==> src/rtl/loop_rot_pkg.sv <==
package loop_rot_pkg;
    typedef enum logic {
        BR_CLOOP = 1'b0,
        BR_CTOP  = 1'b1
    } br_kind_e;
endpackage

==> src/rtl/rot_index_map.sv <==
module rot_index_map #(
    parameter int IDX_W = 7,
    parameter int LO    = 32,
    parameter int CNT   = 96,
    localparam int BW   = $clog2(CNT)
) (
    input  logic [IDX_W-1:0] virt_i,
    input  logic [BW-1:0]    base_i,
    output logic [IDX_W-1:0] phys_o
);
    localparam logic [IDX_W:0] LO_X  = (IDX_W+1)'(LO);
    localparam logic [IDX_W:0] CNT_X = (IDX_W+1)'(CNT);

    logic [IDX_W:0] virt_x;
    logic [IDX_W:0] sum;

    always_comb begin
        virt_x = {1'b0, virt_i};
        sum    = (virt_x - LO_X) + (IDX_W+1)'(base_i);
        if (sum >= CNT_X) begin
            sum = sum - CNT_X;
        end
        if (virt_x < LO_X) begin
            phys_o = virt_i;
        end else begin
            phys_o = IDX_W'(sum + LO_X);
        end
    end
endmodule

==> src/rtl/loop_branch_eval.sv <==
module loop_branch_eval
    import loop_rot_pkg::*;
#(
    parameter int LC_W = 64,
    parameter int EC_W = 6
) (
    input  logic            valid_i,
    input  br_kind_e        kind_i,
    input  logic [LC_W-1:0] lc_i,
    input  logic [EC_W-1:0] ec_i,
    output logic            taken_o,
    output logic            rotate_o,
    output logic            pred_o,
    output logic [LC_W-1:0] lc_next_o,
    output logic [EC_W-1:0] ec_next_o
);
    logic lc_nz, ec_nz, ec_gt1;

    always_comb begin
        lc_nz     = |lc_i;
        ec_nz     = |ec_i;
        ec_gt1    = |ec_i[EC_W-1:1];
        taken_o   = 1'b0;
        rotate_o  = 1'b0;
        pred_o    = 1'b0;
        lc_next_o = lc_i;
        ec_next_o = ec_i;
        if (valid_i) begin
            if (kind_i == BR_CLOOP) begin
                if (lc_nz) begin
                    taken_o   = 1'b1;
                    lc_next_o = lc_i - LC_W'(1);
                end
            end else begin
                if (lc_nz) begin
                    taken_o   = 1'b1;
                    rotate_o  = 1'b1;
                    pred_o    = 1'b1;
                    lc_next_o = lc_i - LC_W'(1);
                end else if (ec_nz) begin
                    taken_o   = ec_gt1;
                    rotate_o  = 1'b1;
                    ec_next_o = ec_i - EC_W'(1);
                end
            end
        end
    end
endmodule

==> src/rtl/loop_rotate_ctrl.sv <==
module loop_rotate_ctrl
    import loop_rot_pkg::*;
#(
    parameter int LC_W   = 64,
    parameter int EC_W   = 6,
    parameter int INT_W  = 7,
    parameter int INT_LO = 32,
    parameter int INT_N  = 96,
    parameter int PRD_W  = 6,
    parameter int PRD_LO = 16,
    parameter int PRD_N  = 48,
    localparam int IBW   = $clog2(INT_N),
    localparam int PBW   = $clog2(PRD_N)
) (
    input  logic             clk,
    input  logic             rst_n,
    input  logic             clear_i,
    input  logic             lc_load_i,
    input  logic [LC_W-1:0]  lc_data_i,
    input  logic             ec_load_i,
    input  logic [EC_W-1:0]  ec_data_i,
    input  logic             br_valid_i,
    input  logic             br_top_i,
    output logic             br_taken_o,
    output logic             pred_wr_o,
    output logic             pred_in_o,
    output logic [LC_W-1:0]  lc_o,
    output logic [EC_W-1:0]  ec_o,
    output logic [IBW-1:0]   gr_base_o,
    output logic [IBW-1:0]   fr_base_o,
    output logic [PBW-1:0]   pr_base_o,
    input  logic [INT_W-1:0] gr_virt_i,
    output logic [INT_W-1:0] gr_phys_o,
    input  logic [INT_W-1:0] fr_virt_i,
    output logic [INT_W-1:0] fr_phys_o,
    input  logic [PRD_W-1:0] pr_virt_i,
    output logic [PRD_W-1:0] pr_phys_o
);
    localparam logic [IBW-1:0] INT_TOP = IBW'(INT_N - 1);
    localparam logic [PBW-1:0] PRD_TOP = PBW'(PRD_N - 1);

    typedef struct packed {
        logic [LC_W-1:0] lc;
        logic [EC_W-1:0] ec;
        logic [IBW-1:0]  gr_base;
        logic [IBW-1:0]  fr_base;
        logic [PBW-1:0]  pr_base;
    } ctl_state_t;

    ctl_state_t st_d, st_q;

    logic            taken, rotate, pred_bit;
    logic [LC_W-1:0] lc_after;
    logic [EC_W-1:0] ec_after;

    loop_branch_eval #(.LC_W(LC_W), .EC_W(EC_W)) i_eval (
        .valid_i   (br_valid_i),
        .kind_i    (br_top_i ? BR_CTOP : BR_CLOOP),
        .lc_i      (st_q.lc),
        .ec_i      (st_q.ec),
        .taken_o   (taken),
        .rotate_o  (rotate),
        .pred_o    (pred_bit),
        .lc_next_o (lc_after),
        .ec_next_o (ec_after)
    );

    // integer and floating windows share geometry: one mapper each
    logic [INT_W-1:0] int_virt [2];
    logic [INT_W-1:0] int_phys [2];
    logic [IBW-1:0]   int_base [2];

    assign int_virt[0] = gr_virt_i;
    assign int_virt[1] = fr_virt_i;
    assign int_base[0] = st_q.gr_base;
    assign int_base[1] = st_q.fr_base;

    for (genvar g = 0; g < 2; g++) begin : g_int_map
        rot_index_map #(.IDX_W(INT_W), .LO(INT_LO), .CNT(INT_N)) i_map (
            .virt_i (int_virt[g]),
            .base_i (int_base[g]),
            .phys_o (int_phys[g])
        );
    end

    assign gr_phys_o = int_phys[0];
    assign fr_phys_o = int_phys[1];

    rot_index_map #(.IDX_W(PRD_W), .LO(PRD_LO), .CNT(PRD_N)) i_pr_map (
        .virt_i (pr_virt_i),
        .base_i (st_q.pr_base),
        .phys_o (pr_phys_o)
    );

    always_comb begin
        st_d    = st_q;
        st_d.lc = lc_after;
        st_d.ec = ec_after;
        if (rotate) begin
            st_d.gr_base = (st_q.gr_base == '0) ? INT_TOP : st_q.gr_base - IBW'(1);
            st_d.fr_base = (st_q.fr_base == '0) ? INT_TOP : st_q.fr_base - IBW'(1);
            st_d.pr_base = (st_q.pr_base == '0) ? PRD_TOP : st_q.pr_base - PBW'(1);
        end
        if (clear_i) begin
            st_d.gr_base = '0;
            st_d.fr_base = '0;
            st_d.pr_base = '0;
        end
        if (lc_load_i) begin
            st_d.lc = lc_data_i;
        end
        if (ec_load_i) begin
            st_d.ec = ec_data_i;
        end
    end

    always_ff @(posedge clk or negedge rst_n) begin
        if (!rst_n) begin
            st_q <= '0;
        end else begin
            st_q <= st_d;
        end
    end

    assign br_taken_o = taken;
    assign pred_wr_o  = rotate;
    assign pred_in_o  = pred_bit;
    assign lc_o       = st_q.lc;
    assign ec_o       = st_q.ec;
    assign gr_base_o  = st_q.gr_base;
    assign fr_base_o  = st_q.fr_base;
    assign pr_base_o  = st_q.pr_base;
endmodule

==> config.mk <==
export PLATFORM = sky130hd
export DESIGN_NAME = loop_rotate_ctrl
export DESIGN_NICKNAME = d
export VERILOG_FILES = /design/src/rtl/loop_rot_pkg.sv /design/src/rtl/rot_index_map.sv /design/src/rtl/loop_branch_eval.sv /design/src/rtl/loop_rotate_ctrl.sv
export SDC_FILE = /design/constraint.sdc
export NUM_CORES = 1
export LEC_CHECK = 0
export CORE_MARGIN = 2
export CORE_UTILIZATION = 48
export CTS_BUF_LIST = sky130_fd_sc_hd__clkbuf_16
export DETAILED_ROUTE_END_ITERATION = 6
export GPL_TIMING_DRIVEN = 0
export PLACE_DENSITY = 0.82
export SLEW_MARGIN = 20
export SYNTH_ARGS = -nofsm -noshare
export SYNTH_HDL_FRONTEND = slang
export SYNTH_HIERARCHICAL = 1
export SYNTH_SLANG_ARGS = --single-unit
==> constraint.sdc <==
create_clock -name clk -period 4.45 [get_ports clk]
set_clock_uncertainty 0.2 [all_clocks]
set_input_delay 0.6675 -clock clk [delete_from_list [all_inputs] [get_ports clk]]
set_output_delay 0.6675 -clock clk [all_outputs]
set_load 0.005 [all_outputs]
==> reports/metrics.cfg, run 1 <==
[status]
outcome=finished, final reports clean

[logic_synthesis]
yosys_warnings=6
synth_most_common_cell=dfrtp_1
synth_top_flop_cell=dfrtp_1
ys_types=61
ys_seq_area_frac=0.329
synthArstFlopShare=1.00
synth.area.top_cells=dfrtp_1 33%, mux2_2 13%, ha_1 8.6%
ys_top_cells_by_count=90 x dfrtp_1, 77 x mux2_2, 57 x nor2_1
syn_nets=877
synth_edf_count=0
syn_area_per_cell_sq_um=9.39
synth-seq-cells=90
syn_area_sq_um=6850
synth_top_area_cell=dfrtp_1
synth_top_cell_area_share=0.329
synthCells=730

[clock_network]
cts_tree=built
cts.reportedPaths.clkPinSlew_ps=60
insertion_delay_ps=360
cts_buffer_depth=2
cts_htree_levels=3
cts-root-buf=clkbuf_16
cts.sinks=90
numCtsBuffers=9

[timing]
slew-limit-headroom=0.312
min_period_over_period=0.988
setup_viol_count_final=0
finalHoldViolations=0
period_needed_ps=4400
setup_ws_ps=51.3
fmax_mhz=227
worst_slew_pin_slew_ps=1020
slew_violations=0

[critical_path]
slowest_stage=or4_4
cp_data_arrival_time_ps=3530
required_ps=3580
startpoint_type=register
path_max_fanout=6
crit_top_cell=or4_4
cp_cell_sequence=or4_1 -> buf_2 -> or4_4 -> or4_4 -> nor3_4 -> buf_6 -> nor2_1 -> clkdlybuf4s50_1
crit_family=simple AND/OR/NAND/NOR gates
worstPathBufferInverterCount=3
path_class=register to primary output
endpoint_kind=primary output
critical_path.max_stage_delay_ps=590

[cells_and_area]
syn2layout_area_growth_pct=40.9
fin_util=0.693
finish.net_count=1103
drive_gt1_frac=0.151
fillers=1087
fin_cells=1141
stdcell_area_sq_um=9650
n_antenna_cell=0

[drt]
via_per_inst=5.70
postRouteAntennaNets=0
drt_iter0_drc=353
post_drt_wl_per_cell_um=17.4
drc_errors=0
wirelength_um=19900
dr.pass1.iters=5
num_vias=6506

[run]
max-cap-violations=0

[grt]
grt_pass1_vias=6192
grt_pass1_wl_um=31000
grt-ovfl-total=0
antenna_found_initial=0
grt_usage=0.262
grt_max_degree=72

[hold_path]
min_path_type=register to register

[pwr]
power_density_nw_per_um2=317
seq_power_share=0.347
max-vdd-ir-drop_v=0.000247
power_frac_comb=0.385
intPower_mw=2.08
power_leakage_nw=3.83
switching_power_uw=983
p_clk_frac=0.268
p_sw_frac=0.321

[die]
fp.dieW_um=123
die_y_um=123
dieArea_sq_um=15200
ios=210
coreArea_sq_um=13900
num_rows=43
initial_core_util=0.492

[placed_design]
place_congestion=0.862
place_area_sq_um=9170
post-dp-hpwl_um=15000
portBuffers=206
pre_cts_ws_ps=-681
placed_cells=1117

metrics by stage:
stage | setup TNS (ps) | power [mW] | hold slack (ps)
floorplan | 0 | 1.65 | 172
finish | 0 | 3.06 | 419
CTS | 0 | 3.04 | 413
detailed placement | -1760 | 2.21 | 324
global placement | -91410 | 2.18 | 386
global route | -41.7 | 3.25 | 432
cell type report:
class / count / area (sq um) / area share
Multi-Input combinational cell: 569 / 4450 / 0.461
Sequential cell: 90 / 2250 / 0.234
Timing Repair Buffer: 215 / 2140 / 0.222
Clock buffer: 9 / 225 / 0.0233
Tap cell: 180 / 225 / 0.0233
Inverter: 50 / 188 / 0.0194
Buffer: 21 / 87.6 / 0.00907
Clock inverter: 7 / 83.8 / 0.00868
state kept, by name (all words and copies together), names as in the netlist:
| register | flops |
|---|---|
| ec_o | 6 |
| gr_base_o | 7 |
| pr_base_o | 6 |
| lc_o | 64 |
| fr_base_o | 7 |
logic make-up after synthesis:
logic type	after synthesis	share of synthesized area
AOI/OAI and AO/OA	100	0.0986
xor gates and xnor gates	76	0.0971
adders and majority gates	50	0.0946
buffers and inverters	71	0.0393
DFF	90	0.329
muxes	79	0.130
and+or+nand+nor	264	0.212
power groups by stage:
stage                     sequential [mW]  clock (mW)  combinational, mW
after floorplan                      1.05           0              0.602
after global placement               1.07           0               1.11
after detailed placement             1.07           0               1.14
after CTS                            1.06       0.830               1.16
after global routing                 1.08       0.872               1.30
final                                1.06       0.819               1.18
repair_timing:
action,CTS,global route
buffers inserted,4,3
endpoints found under the hold margin,19,0
pin swaps,10,8
setup endpoints to repair,5,6
resized for setup,33,13
hold buffers,1,0
placed cells by master (no fill, tap or decap), types with 14 or more instances in the layout:
cell and count:
ha_1 42, nor2_1 56, nor4_1 19, inv_1 50, clkbuf_1 19, a21oi_1 18, o21ai_0 22, clkdlybuf4s50_1 197
dfrtp_1 88, xor2_1 27, mux2_2 77, nor3_1 36, xnor2_1 45, or3_1 14, nand2_1 42, or4_1 15
nand3_1 19
tightest hold or removal path: stages (launching register included):
cell and delay (ps):
dfrtp_1 430, o41ai_1 80, a21oi_1 70
worst paths after layout:
check                        startpoint            to  slack (ps)  depth (start not counted)
max in group asynchronous         rst_n  pr_base_o[1]        2900                          3
setup / recovery               lc_o[20]     pred_in_o          50                          8
min in group asynchronous         rst_n      lc_o[22]         520                          2
setup reg to reg               lc_o[20]      lc_o[38]         280                          9
hold / removal             fr_base_o[5]  fr_base_o[5]         420                          2
hold reg to reg            fr_base_o[5]  fr_base_o[5]         420                          2
layer usage:
metal / global-route usage / part of all wire / up-vias
met5: 0 / 0 / -
met1: 0.338 / 0.42 / 3141
li1: - / - / 3098
met4: 0.0866 / 0.022 / 0
met3: 0.0623 / 0.072 / 31
met2: 0.432 / 0.48 / 236
Note: power is estimated with default switching activity, not from simulation.
==> run 2: changes to the inputs <==
--- a/config.mk
+++ b/config.mk
@@ -10,6 +10,7 @@
 export CTS_BUF_LIST = sky130_fd_sc_hd__clkbuf_16
 export DETAILED_ROUTE_END_ITERATION = 6
 export GPL_TIMING_DRIVEN = 0
+export HOLD_SLACK_MARGIN = 0.03
 export PLACE_DENSITY = 0.82
 export SLEW_MARGIN = 20
 export SYNTH_ARGS = -nofsm -noshare
==> results of run 2 <==
Same layout as run 1: the final DEF is identical, and so are final timing and power.
==> run 3: changes to the inputs <==
--- a/config.mk
+++ b/config.mk
@@ -6,12 +6,12 @@
 export NUM_CORES = 1
 export LEC_CHECK = 0
 export CORE_MARGIN = 2
-export CORE_UTILIZATION = 48
+export CORE_UTILIZATION = 52
 export CTS_BUF_LIST = sky130_fd_sc_hd__clkbuf_16
 export DETAILED_ROUTE_END_ITERATION = 6
 export GPL_TIMING_DRIVEN = 0
 export HOLD_SLACK_MARGIN = 0.03
-export PLACE_DENSITY = 0.82
+export PLACE_DENSITY = 0.88
 export SLEW_MARGIN = 20
 export SYNTH_ARGS = -nofsm -noshare
 export SYNTH_HDL_FRONTEND = slang
==> constraint.sdc (replaced) <==
create_clock -name clk -period 5.6 [get_ports clk]
set_clock_uncertainty 0.2 [all_clocks]
set_input_delay 0.84 -clock clk [delete_from_list [all_inputs] [get_ports clk]]
set_output_delay 0.84 -clock clk [all_outputs]
set_load 0.005 [all_outputs]
==> run 3 against run 2 <==
Net effect: global-route usage rose by 2.8 points; wire length rose by 2.4%; clock power fell by 33%; non-clock buffer count fell by 7; register-to-register slack improved by 850 ps; utilization rose by 4.9 points; total power fell by 24%; largest cell class unchanged; sequential power fell by 20%.
==> reports/metrics.cfg, run 3 (synthesis gave the netlist of run 1 again) <==
[status]
outcome=finished, final reports clean

[run]
max-cap-violations=0

[die]
initial_core_util=0.539
ios=210
dieArea_sq_um=14100
die_y_um=119
num_rows=41
fp.dieW_um=119
coreArea_sq_um=12700

[critical_path]
cp_cell_sequence=clkdlybuf4s50_1 -> ha_1 -> ha_1 -> inv_1 -> fa_2 -> nand2b_1 -> a21oi_2 -> xor2_2 -> ha_1 -> and2_1 -> a31oi_1 -> mux2_4 -> and3b_2 -> nor3_1 -> clkdlybuf4s50_1
crit_top_cell=ha_1
endpoint_kind=primary output
required_ps=4560
slowest_stage=clkdlybuf4s50_1
worstPathBufferInverterCount=3
cp_data_arrival_time_ps=4430
crit_family=buffers and inverters
startpoint_type=input port
path_class=input port to primary output
critical_path.max_stage_delay_ps=550
path_max_fanout=4

[clock_network]
cts-root-buf=clkbuf_16
insertion_delay_ps=340
cts_tree=built
cts.sinks=90
cts_buffer_depth=2
numCtsBuffers=9
cts_htree_levels=3
cts.reportedPaths.clkPinSlew_ps=60

[cells_and_area]
multiInputGateArea_sq_um=4350
syn2layout_area_growth_pct=37.7
fillers=944
largest_register_ff_count=64
finish.net_count=1096
ff_latch_area_sq_um=2250
drive_gt1_frac=0.124
layout_commonest_cell=clkdlybuf4s50_1
final_cell_mix=204 x clkdlybuf4s50_1, 90 x dfrtp_1, 77 x mux2_2
n_antenna_cell=0

[timing]
slew_violations=0
fmax_mhz=183
period_needed_ps=5470
setup_tns_ps=0
min_period_over_period=0.978
finalHoldViolations=0
setup_viol_count_final=0
worst_slew_pin_slew_ps=1020
slew-limit-headroom=0.310

[drt]
post_drt_wl_per_cell_um=18.1
via_per_inst=5.85
wirelength_um=20400
drc_errors=0
postRouteAntennaNets=0
num_vias=6581
dr.pass1.iters=5
drt_iter0_drc=589

[hold_path]
min_path_type=input port to async pin

[grt]
grt_usage=0.290
grt_max_degree=72
grt-ovfl-total=0
grt_pass1_vias=6523
antenna_found_initial=1
grt_pass1_wl_um=32800

[pwr]
power_leakage_nw=3.73
max-vdd-ir-drop_v=0.000176
power_density_nw_per_um2=246
total_power_mw=2.32

[placed_design]
place_congestion=0.911
post-dp-hpwl_um=15500
portBuffers=206

[run 3: layout make-up]
| cell class | instances | share of cell area |
|---|---|---|
| flip-flops and latches | 90 | 0.239 |
| clock inverters | 6 | 0.00279 |
| multi-input cells | 569 | 0.461 |
| well taps | 172 | 0.0228 |
| clock buffers | 9 | 0.0239 |
| inverters | 50 | 0.0199 |
| plain buffers | 21 | 0.00862 |
| repair buffers | 208 | 0.223 |
[run 3: final timing paths]
| path | start | endpoint | slack [ps] | cells past startpoint |
|---|---|---|---|---|
| min in group clk | gr_base_o[0] | gr_base_o[0] | 400 | 1 |
| max in group asynchronous | rst_n | lc_o[48] | 4450 | 2 |
| hold reg to reg | gr_base_o[0] | gr_base_o[0] | 400 | 1 |
| setup / recovery | pr_virt_i[1] | pr_phys_o[4] | 130 | 15 |
| setup reg to reg | lc_o[20] | pr_base_o[1] | 1130 | 9 |
| hold / removal | rst_n | lc_o[12] | 130 | 1 |
[run 3: per-layer routing]
| metal | global-route usage | vias up | routed length (um) |
|---|---|---|---|
| li1 | - | 3094 | - |
| met1 | 0.352 | 3148 | 8280 |
| met2 | 0.476 | 273 | 9850 |
| met3 | 0.0748 | 64 | 1470 |
| met4 | 0.141 | 2 | 774 |
| met5 | 0 | - | 13 |
[run 3: where the power goes]
group / total [mW] / switching, mW / internal (mW)
Clock: 0.548 / 0.257 / 0.292
Sequential: 0.846 / 0.123 / 0.723
Combinational: 0.927 / 0.394 / 0.534
[run 3: metrics by stage]
step | cell area (sq um) | setup slack (ps) | cells | utilization | hold slack (ps)
finish | 9430 | 125 | 1125 | 0.742 | 131
global route | 9430 | -6.32 | 1125 | 0.742 | 133
CTS | 9410 | 20.6 | 1124 | 0.740 | 126
detailed placement | 9160 | 43.0 | 1109 | 0.720 | 391
global placement | 9130 | 17.0 | 1108 | 0.718 | 380
floorplan | 6850 | 1270 | 730 | - | 333
[run 3: what timing repair did]
item                                    CTS  global route
buffers inserted                          0             1
endpoints found under the setup margin    0             2
hold endpoints to repair                  0             0
hold buffers                              0             0
gates resized for setup                   0             4
